### config.mk
export PLATFORM = sky130hd
export DESIGN_NAME = serial_rx_status
export DESIGN_NICKNAME = d
export VERILOG_FILES = /design/src/rtl/serial_rx_status.sv
export SDC_FILE = /design/constraint.sdc
export NUM_CORES = 1
export LEC_CHECK = 0
export CORE_UTILIZATION = 58
export CTS_CLUSTER_DIAMETER = 60
export DETAILED_ROUTE_END_ITERATION = 7
export PLACE_DENSITY = 0.85
export SLEW_MARGIN = 20
export SYNTH_ARGS = -nofsm -noshare
export SYNTH_HDL_FRONTEND = slang
export SYNTH_SLANG_ARGS = --single-unit
### constraint.sdc
create_clock -name clk -period 3.9 [get_ports clk]
set_input_delay 0.78 -clock clk [delete_from_list [all_inputs] [get_ports clk]]
set_output_delay 0.78 -clock clk [all_outputs]
set_load 0.05 [all_outputs]
### src/rtl/serial_rx_status.sv
module serial_rx_status #(
  parameter int OSR = 16,
  parameter int DW  = 8
) (
  input  logic          clk,
  input  logic          rst_n,
  input  logic          baud_tick,
  input  logic          rx_line,
  input  logic [2:0]    par_mode,
  input  logic          rd_data,
  input  logic          clr_status,
  output logic [DW-1:0] rx_byte,
  output logic          rx_ready,
  output logic          ovr_err,
  output logic          par_err,
  output logic          frm_err
);
  localparam int CW = $clog2(OSR);
  localparam int IW = $clog2(DW);

  typedef enum logic [2:0] {S_IDLE, S_START, S_DATA, S_PAR, S_STOP} st_t;

  st_t           state;
  logic [CW-1:0] cnt;
  logic [IW-1:0] idx;
  logic [DW-1:0] shreg;
  logic          pbit, exp_pb, at_mid, done, pe, none;

  assign none   = par_mode[2];
  assign at_mid = baud_tick &&
                  (cnt == ((state == S_START) ? CW'(OSR/2 - 1) : CW'(OSR - 1)));
  assign done   = at_mid && (state == S_STOP);
  assign pe     = !none && (pbit != exp_pb);

  always_comb begin
    case (par_mode[1:0])
      2'd0:    exp_pb = ^shreg;
      2'd1:    exp_pb = ~^shreg;
      2'd2:    exp_pb = 1'b0;
      default: exp_pb = 1'b1;
    endcase
  end

  always_ff @(posedge clk or negedge rst_n) begin
    if (!rst_n) begin
      state <= S_IDLE;
      cnt   <= '0;
      idx   <= '0;
      shreg <= '0;
      pbit  <= 1'b0;
    end else if (baud_tick) begin
      if (state == S_IDLE) cnt <= '0;
      else if (at_mid)     cnt <= '0;
      else                 cnt <= cnt + 1'b1;
      case (state)
        S_IDLE:  if (!rx_line) state <= S_START;
        S_START: if (at_mid) begin
          state <= rx_line ? S_IDLE : S_DATA;
          idx   <= '0;
        end
        S_DATA:  if (at_mid) begin
          shreg <= {rx_line, shreg[DW-1:1]};
          idx   <= idx + 1'b1;
          if (idx == IW'(DW - 1)) state <= none ? S_STOP : S_PAR;
        end
        S_PAR:   if (at_mid) begin
          pbit  <= rx_line;
          state <= S_STOP;
        end
        S_STOP:  if (at_mid) state <= S_IDLE;
        default: state <= S_IDLE;
      endcase
    end
  end

  always_ff @(posedge clk or negedge rst_n) begin
    if (!rst_n) begin
      rx_byte  <= '0;
      rx_ready <= 1'b0;
      ovr_err  <= 1'b0;
      par_err  <= 1'b0;
      frm_err  <= 1'b0;
    end else begin
      if (rd_data) rx_ready <= 1'b0;
      if (clr_status) begin
        ovr_err <= 1'b0;
        par_err <= 1'b0;
        frm_err <= 1'b0;
      end
      if (done) begin
        rx_ready <= 1'b1;
        rx_byte  <= shreg;
        if (rx_ready && !rd_data) ovr_err <= 1'b1;
        if (pe)       par_err <= 1'b1;
        if (!rx_line) frm_err <= 1'b1;
      end
    end
  end
endmodule

======== Word-level counts from Yosys, hierarchy flattened ========
Cells that the tools add are included.
word-level totals
  output and inout bits ................... 12
  bits in registers ....................... 31
  word-level logic and storage cells ...... 69
  input port bits ......................... 9
operators by class
  $add $sub $neg .......................... 2
  mux-type cells .......................... 26
  reduce and logical (&&, ||, !) cells .... 16
  eq/ne operators ......................... 15
operator list
  kind                                                              number
  3-bit two-way mux                                                 8
  3-bit case mux with 5 select lines                                1
  4-bit two-way mux                                                 3
  2-bit != test (second input constant)                             6
  1-bit two-way mux                                                 11
  8-bit XNOR reduction                                              1
  8-bit XOR reduction                                               1
  7-bit AND reduction                                               1
  3-bit by 2-bit == test with 1-bit output (second input constant)  2
  3-bit == test (second input constant)                             2
  3-bit case mux with 2 select lines                                1
  3-bit AND reduction                                               2
  4-bit by 1-bit adder with 4-bit output (second input constant)    1
  4-bit == test                                                     1
  1-bit logical AND                                                 4
  4-bit AND reduction                                               1
  2-bit nonzero test                                                2
  3-bit by 1-bit adder with 3-bit output (second input constant)    1
  3-bit by 1-bit == test with 1-bit output (second input constant)  1
  3-bit logical NOT                                                 1
  1-bit case mux with 3 select lines                                1
  2-bit by 1-bit == test with 1-bit output (second input constant)  1
  2-bit == test (second input constant)                             1
  1-bit logical NOT                                                 2
  3 further kinds                                                   3

======== Depth between registers and ports, before layout ========
Gate-level depths: netlist (run 1).
  depth after elaboration ................. 6
  gate-level depth with buffers ........... 7
  mapped depth without buffers ............ 6

======== Worst setup path before layout (run 1) ========
Ideal clock, no wire load.
  path kind ............................... input to register
  from .................................... input baud_tick
  to ...................................... register state[0]
  setup slack ............................. 2.087 ns
  required time ........................... 3.775 ns
  path buffers ............................ 0
  cell stages on the path ................. 5
  data arrival time ....................... 1.688 ns
  cell sequence ........................... and4_4 > o21ai_0 > nand2_1 > a21oi_2 > mux2_2
between the ends
  word-level cells in the longest chain between the ends .. 3
  elaborated cells on any way between the ends .. 6
  those cells by class .................... eq/ne (4); reduce/logical (2)
ends and longest elaborated chain
  element                                   line  source
  from (decl)                               7     input logic baud_tick,
  1-bit logical AND                         30    assign at_mid = baud_tick &&
  2-bit != test (no source line)            -
  7-bit AND reduction (no source line) (*)  -
  to (signal assigned)                      58    state <= rx_line ? S_IDLE : S_DATA;
  to (signal assigned)                      64    if (idx == IW'(DW - 1)) state <= none ? S_STOP : S_PAR;
  to (decl)                                 23    st_t state;
Every way passes the cells marked *; elsewhere a longest branch is shown, timed or not.
A chain may end at the register's enable or synchronous reset.

======== Worst setup path in the final report (run 1) ========
  from .................................... input baud_tick
  to ...................................... register par_err
between the ends
  word-level cells in the longest chain between the ends .. 3
ends and longest elaborated chain
  element               line  source
  1-bit logical AND     30
  1-bit logical AND     32    assign done = at_mid && (state == S_STOP);
  1-bit two-way mux     90    if (done) begin
  to (signal assigned)  81    par_err <= 1'b0;
  to (signal assigned)  87    par_err <= 1'b0;
  to (signal assigned)  94    if (pe) par_err <= 1'b1;
  to (decl)             15    output logic par_err,
Every way passes these cells.

==> metrics.yaml, run 1 <==
synth:
  synthArstFlopShare: 1.00
  synthTopCellsByArea: "dfrtp_1 (49%), mux2_2 (9.9%), mux2_4 (4.7%), xnor2_1 (3.9%), nand2_1 (3.1%)"
  ys_types: 33
  synth_seq_area_share: 0.489
  syn-num-nets: 150
  synth-seq-cells: 31
  yosys.area.top_type_share: 0.489
  synthCells: 138
  ys_top_cells_by_count: "dfrtp_1 (31), mux2_2 (14), nand2_1 (13)"
  yosys.area.top_type: "dfrtp_1"
  synth-edff-count: 0
  synthesis.area_um2: 1590
  yosysMostFrequentCell: "dfrtp_1"
  synth_area_per_cell_um2: 11.5
  synth_ff_type: "dfrtp_1"
  yosysWarnings: 0
floorplan:
  start_util: 0.629
  row_count: 18
  die_y_um: 54.3
  pin_count: 21
  die_w_um: 54.3
  core_area_um2: 2520
  dieArea_um2: 2950
clocking:
  cts_buffers: 5
  cts_tree: "built"
  clockRootBuffer: "clkbuf_4"
  clockBufferDepth: 2
  cts.repair_timing.setup_buffer_count: 0
  insertion_delay_ns: 0.32
  htree_levels: 2
  ctsHoldBuffers: 0
  path_clk_slew_ns: 0.09
  postCtsResizedCells: 0
  clock_sinks: 31
setup_path:
  crit_path_max_incr_delay_ns: 0.71
  crit_chain: "clkdlybuf4s50_1, and4_4, nand3_4, nor4_1, mux2i_1, o221ai_1"
  cp-end-kind: "flip-flop"
  r2r_cells: 6
  crit_fanout: 14
  critical_path_depth: 6
  critPathSlowestCell: "clkdlybuf4s50_1"
  path_delay_family: "simple AND/OR/NAND/NOR gates"
  start_kind: "input pin"
  cp_num_buf_inv: 1
  critPathRequiredTime_ns: 4.14
  worstPathArrival_ns: 2.54
  crit_type: "in2reg"
min_path:
  hold_depth: 1
  hold_path.class: "reg2reg"
cells_and_area:
  n_fill_cell: 178
  drive_gt1_frac: 0.200
  finalNonFillerCells: 190
  area_delta_synth_final_pct: 15.6
  finalInstanceArea_um2: 1840
  final_nets: 172
  post-route-util: 0.728
  n_antenna_cell: 0
global_route:
  grt_max_degree: 32
  grt_pass1_wl_um: 4530
  track_usage: 0.229
  overflow: 0
  grt_pass1_vias: 1005
  antenna_found_initial: 0
run_status:
  status: "finished clean"
power:
  total_power_uw: 827
  powerDensity_nw_per_um2: 451
  ir_worst_vdd_mv: 0.466
  leakagePower_nw: 0.864
placed_design:
  hpwl_um: 2020
  placed_area_um2: 1760
  pre_cts_ws_ns: 1.27
  gp_congestion: 0.801
  place_inst: 183
  io_buffers: 20
route:
  drcViolationCount: 0
  via_per_inst: 5.77
  vias: 1097
  antenna_left: 0
  wirelength_um: 2880
  wl_per_cell_um: 15.2
  detail_route.iter0.violations: 24
  drtPass1Iterations: 4
sta:
  setup_viol: 0
  fin_crit_sh: 0.590
  finalCriticalPeriod_ns: 2.30
  grt_setup_unrepaired: "false"
  hold_viol_final: 0
  max_slew.worst_pin.slew_ns: 0.510
  max_freq_ghz: 0.434
  fin_ws_ns: 1.60
  slew-limit-headroom: 0.659
  slew_violations: 0
  finClkSkew_ns: 0.00280
  hold_ws_ns: 0.511
  tns_ns: 0
run:
  drv_cap: 0
cell type report:
type | count | area [um^2] | area share
clock inverter | 1 | 30.0 | 0.0164
inverter | 7 | 26.3 | 0.0143
multi-input combinational | 94 | 717 | 0.391
clock buffer | 6 | 41.3 | 0.0225
tap | 30 | 37.5 | 0.0204
sequential | 31 | 776 | 0.423
timing repair buffer | 21 | 208 | 0.113
worst register-to-register path, delay by kind of cell (launching register included):
kind	cells	cell delay, ns
AOI/OAI and AO/OA	2	0.35
adders and majority gates	1	0.27
DFF	1	0.42
muxes	1	0.35
and+or+nand+nor	2	0.34
routing by layer:
layer / vias to the layer above / GRT usage / part of all wire
li1: 536 / - / -
met1: 528 / 0.283 / 0.44
met2: 28 / 0.364 / 0.49
met3: 5 / 0.0861 / 0.054
met4: 0 / 0.0855 / 0.014
met5: - / 0 / 0
state kept, by name (all words and copies together) (netlist names):
signal,flops
rx_byte,8
shreg,8
frm_err,1
idx,3
ovr_err,1
state,3
cnt,4
pbit,1
par_err,1
rx_ready,1
cell families (layout without fill, tap and decap cells):
logic type      count (synthesis)  in the layout  share of synthesized area
mux                            20             20                      0.153
flops                          31             31                      0.489
buf+inv                        13             35                     0.0599
fa+ha+maj                       3              3                     0.0236
simple gates                   40             40                      0.136
xor+xnor                        9              9                     0.0496
compound gates                 22             22                     0.0898
final timing paths:
path	from	endpoint	slack, ns
max reg2reg	cnt[0]	state[2]	2.08
min	idx[0]	idx[0]	0.51
min reg2reg	idx[0]	idx[0]	0.51
min in group asynchronous	rst_n	state[2]	0.83
max in group asynchronous	rst_n	rx_byte[4]	2.79
max	baud_tick	par_err	1.60
report_power, final:
group          switching (mW)  internal (mW)
clock                   0.103          0.132
sequential             0.0636          0.354
combinational          0.0896         0.0843
cells in the final DEF (no fill, tap or decap), drive strengths merged:
master	count
xnor2	7
ha	3
and4	1
dfrtp	31
nor2	7
clkbuf	6
nor3b	2
nor3	2
bufinv	1
o21ai	6
nand3	7
clkdlybuf4s50	20
o221ai	1
nand2b	2
nand2	13
and3	3
nor4	1
buf	1
o31ai	2
o22ai	5
a22o	2
nand3b	1
xor2	2
mux2i	1
mux2	19
a21o	1
a21oi	3
a31oi	2
inv	7
nand4b	1
Note: power is estimated with default switching activity, not from simulation.
==> run 2, diff against run 1 <==
--- a/config.mk
+++ b/config.mk
@@ -5,10 +5,10 @@
 export SDC_FILE = /design/constraint.sdc
 export NUM_CORES = 1
 export LEC_CHECK = 0
-export CORE_UTILIZATION = 58
+export CORE_UTILIZATION = 54
 export CTS_CLUSTER_DIAMETER = 60
 export DETAILED_ROUTE_END_ITERATION = 7
-export PLACE_DENSITY = 0.85
+export PLACE_DENSITY = 0.8
 export SLEW_MARGIN = 20
 export SYNTH_ARGS = -nofsm -noshare
 export SYNTH_HDL_FRONTEND = slang
==> constraint.sdc (replaced) <==
create_clock -name clk -period 2.2 [get_ports clk]
set_input_delay 0.44 -clock clk [delete_from_list [all_inputs] [get_ports clk]]
set_output_delay 0.44 -clock clk [all_outputs]
set_load 0.05 [all_outputs]
==> run 2 against run 1 <==
Against the previous run: register-to-register slack worse by 1.8 ns; core utilization shrank 5.9 points; critical path depth shrank 5; via count down 2.7%; combinational power grew 79%; non-clock buffer count up 1; global-route usage shrank 1.5 points; count of clock-buffer cells in the layout did not move.
==> metrics.yaml, run 2 (same netlist as run 1, synthesis figures left out) <==
run_status:
  status: "finished clean"
route:
  drcViolationCount: 0
  detail_route.iter0.violations: 41
  wirelength_um: 2840
  vias: 1067
  via_per_inst: 5.53
  antenna_left: 0
  drtPass1Iterations: 4
  wl_per_cell_um: 14.7
cells_and_area:
  drive_gt1_frac: 0.216
  layout_commonest_cell: "dfrtp_1"
  post-route-util: 0.668
  top_regs: "rx_byte x8, shreg x8, cnt x4"
  n_antenna_cell: 0
  finalInstanceArea_um2: 1860
  final_nets: 173
  mostFrequentLayoutCells: "dfrtp_1 (31), clkdlybuf4s50_1 (20), mux2_2 (14), nand2_1 (13)"
  area_delta_synth_final_pct: 17.1
setup_path:
  critPathRequiredTime_ns: 1.76
  cp_num_buf_inv: 1
  rrSetupSlack_ns: 0.30
  crit_path_max_incr_delay_ns: 0.81
  r2r_cells: 6
  rr_startpoint: "cnt[0]"
  cp-end-kind: "primary output"
  crit_type: "reg2out"
  setup.worst_path.start: "rx_byte[6]"
  worstPathArrival_ns: 1.52
  critPathSlowestCell: "clkdlybuf4s50_1"
  crit_fanout: 2
  start_kind: "flip-flop"
  crit_chain: "clkdlybuf4s50_1"
  r2r-end: "state[2]"
  path_delay_family: "buffers and inverters"
sta:
  hold_ws_ns: 0.487
  slew-limit-headroom: 0.661
  max_slew.worst_pin.slew_ns: 0.507
  max_freq_ghz: 0.511
  grt_setup_unrepaired: "false"
  tns_ns: 0
  fin_crit_sh: 0.889
  finClkSkew_ns: 0.0145
  slew_violations: 0
  finalCriticalPeriod_ns: 1.96
  hold_viol_final: 0
  setup_viol: 0
placed_design:
  io_buffers: 20
  gp_congestion: 0.762
  hpwl_um: 1950
  placed_area_um2: 1770
floorplan:
  core_area_um2: 2780
  die_w_um: 56.2
  row_count: 19
  dieArea_um2: 3160
  start_util: 0.571
  die_y_um: 56.2
  pin_count: 21
min_path:
  hold_path.class: "in2async"
global_route:
  overflow: 0
  grt_pass1_vias: 1098
  grt_max_degree: 32
  antenna_found_initial: 0
  track_usage: 0.215
  grt_pass1_wl_um: 5060
clocking:
  clockRootBuffer: "clkbuf_4"
  clock_sinks: 31
  cts_tree: "built"
  insertion_delay_ns: 0.33
  postCtsResizedCells: 0
  ctsHoldBuffers: 0
  path_clk_slew_ns: 0.10
  cts_buffers: 5
  htree_levels: 2
  cts.repair_timing.setup_buffer_count: 0
  clockBufferDepth: 2
power:
  p_sw_uw: 470
  pwr-share-clk: 0.307
  seqPwrFrac: 0.488
  combPwrFrac: 0.205
  swShare: 0.310
  ir_worst_vdd_mv: 0.997
  leakagePower_nw: 0.878
  cellInternalPower_mw: 1.05
  powerDensity_nw_per_um2: 816
run:
  drv_cap: 0
## run 2: cell count changes in the layout (fill, tap and decap cells not counted), sizes merged
| cell | before | now |
|---|---|---|
| clkinv | 0 | 1 |
| buf | 1 | 2 |
## run 2: layout make-up
class,instances,area [um^2]
fill,210,922
clock inverter,2,35.0
clock buffer,6,51.3
multi-input combinational,94,717
tap,31,38.8
inverter,7,26.3
timing repair buffer,22,215
sequential,31,776
## run 2: metrics by stage
step	setup WS [ns]	power, mW	cells
global route	0.202	1.62	193
finish	0.244	1.52	193
floorplan	0.495	1.00	138
CTS	0.227	1.53	193
global placement	0.253	1.03	185
detailed placement	0.183	1.06	185
## run 2: how the worst max path moves through the flow
| stage | endpoint | slack (ns) | cells after the start |
|---|---|---|---|
| floorplan | state[0] | 0.50 | 6 |
| global placement | state[2] | 0.25 | 6 |
| detailed placement | par_err | 0.18 | 6 |
| CTS | rx_byte[6] | 0.23 | 1 |
| global route | rx_byte[5] | 0.20 | 1 |
| finish | rx_byte[6] | 0.24 | 1 |
## run 2: power by group through the flow
stage | Sequential [mW] | Clock, mW | Combinational (mW)
2_1_floorplan | 0.693 | 0 | 0.311
3_3_place_gp | 0.743 | 0 | 0.288
3_5_place_dp | 0.750 | 0 | 0.308
4_1_cts | 0.739 | 0.481 | 0.311
5_1_grt | 0.755 | 0.502 | 0.362
6_report | 0.740 | 0.465 | 0.311
## run 2: routing by layer
metal  GRT usage  wire [um]  vias up  part of all wire
met5           0          0        -                 0
met4       0.122         51        0             0.018
met3      0.0605        154        5             0.054
met2       0.318       1290       33              0.46
met1       0.282       1340      500              0.47
li1            -          -      529                 -
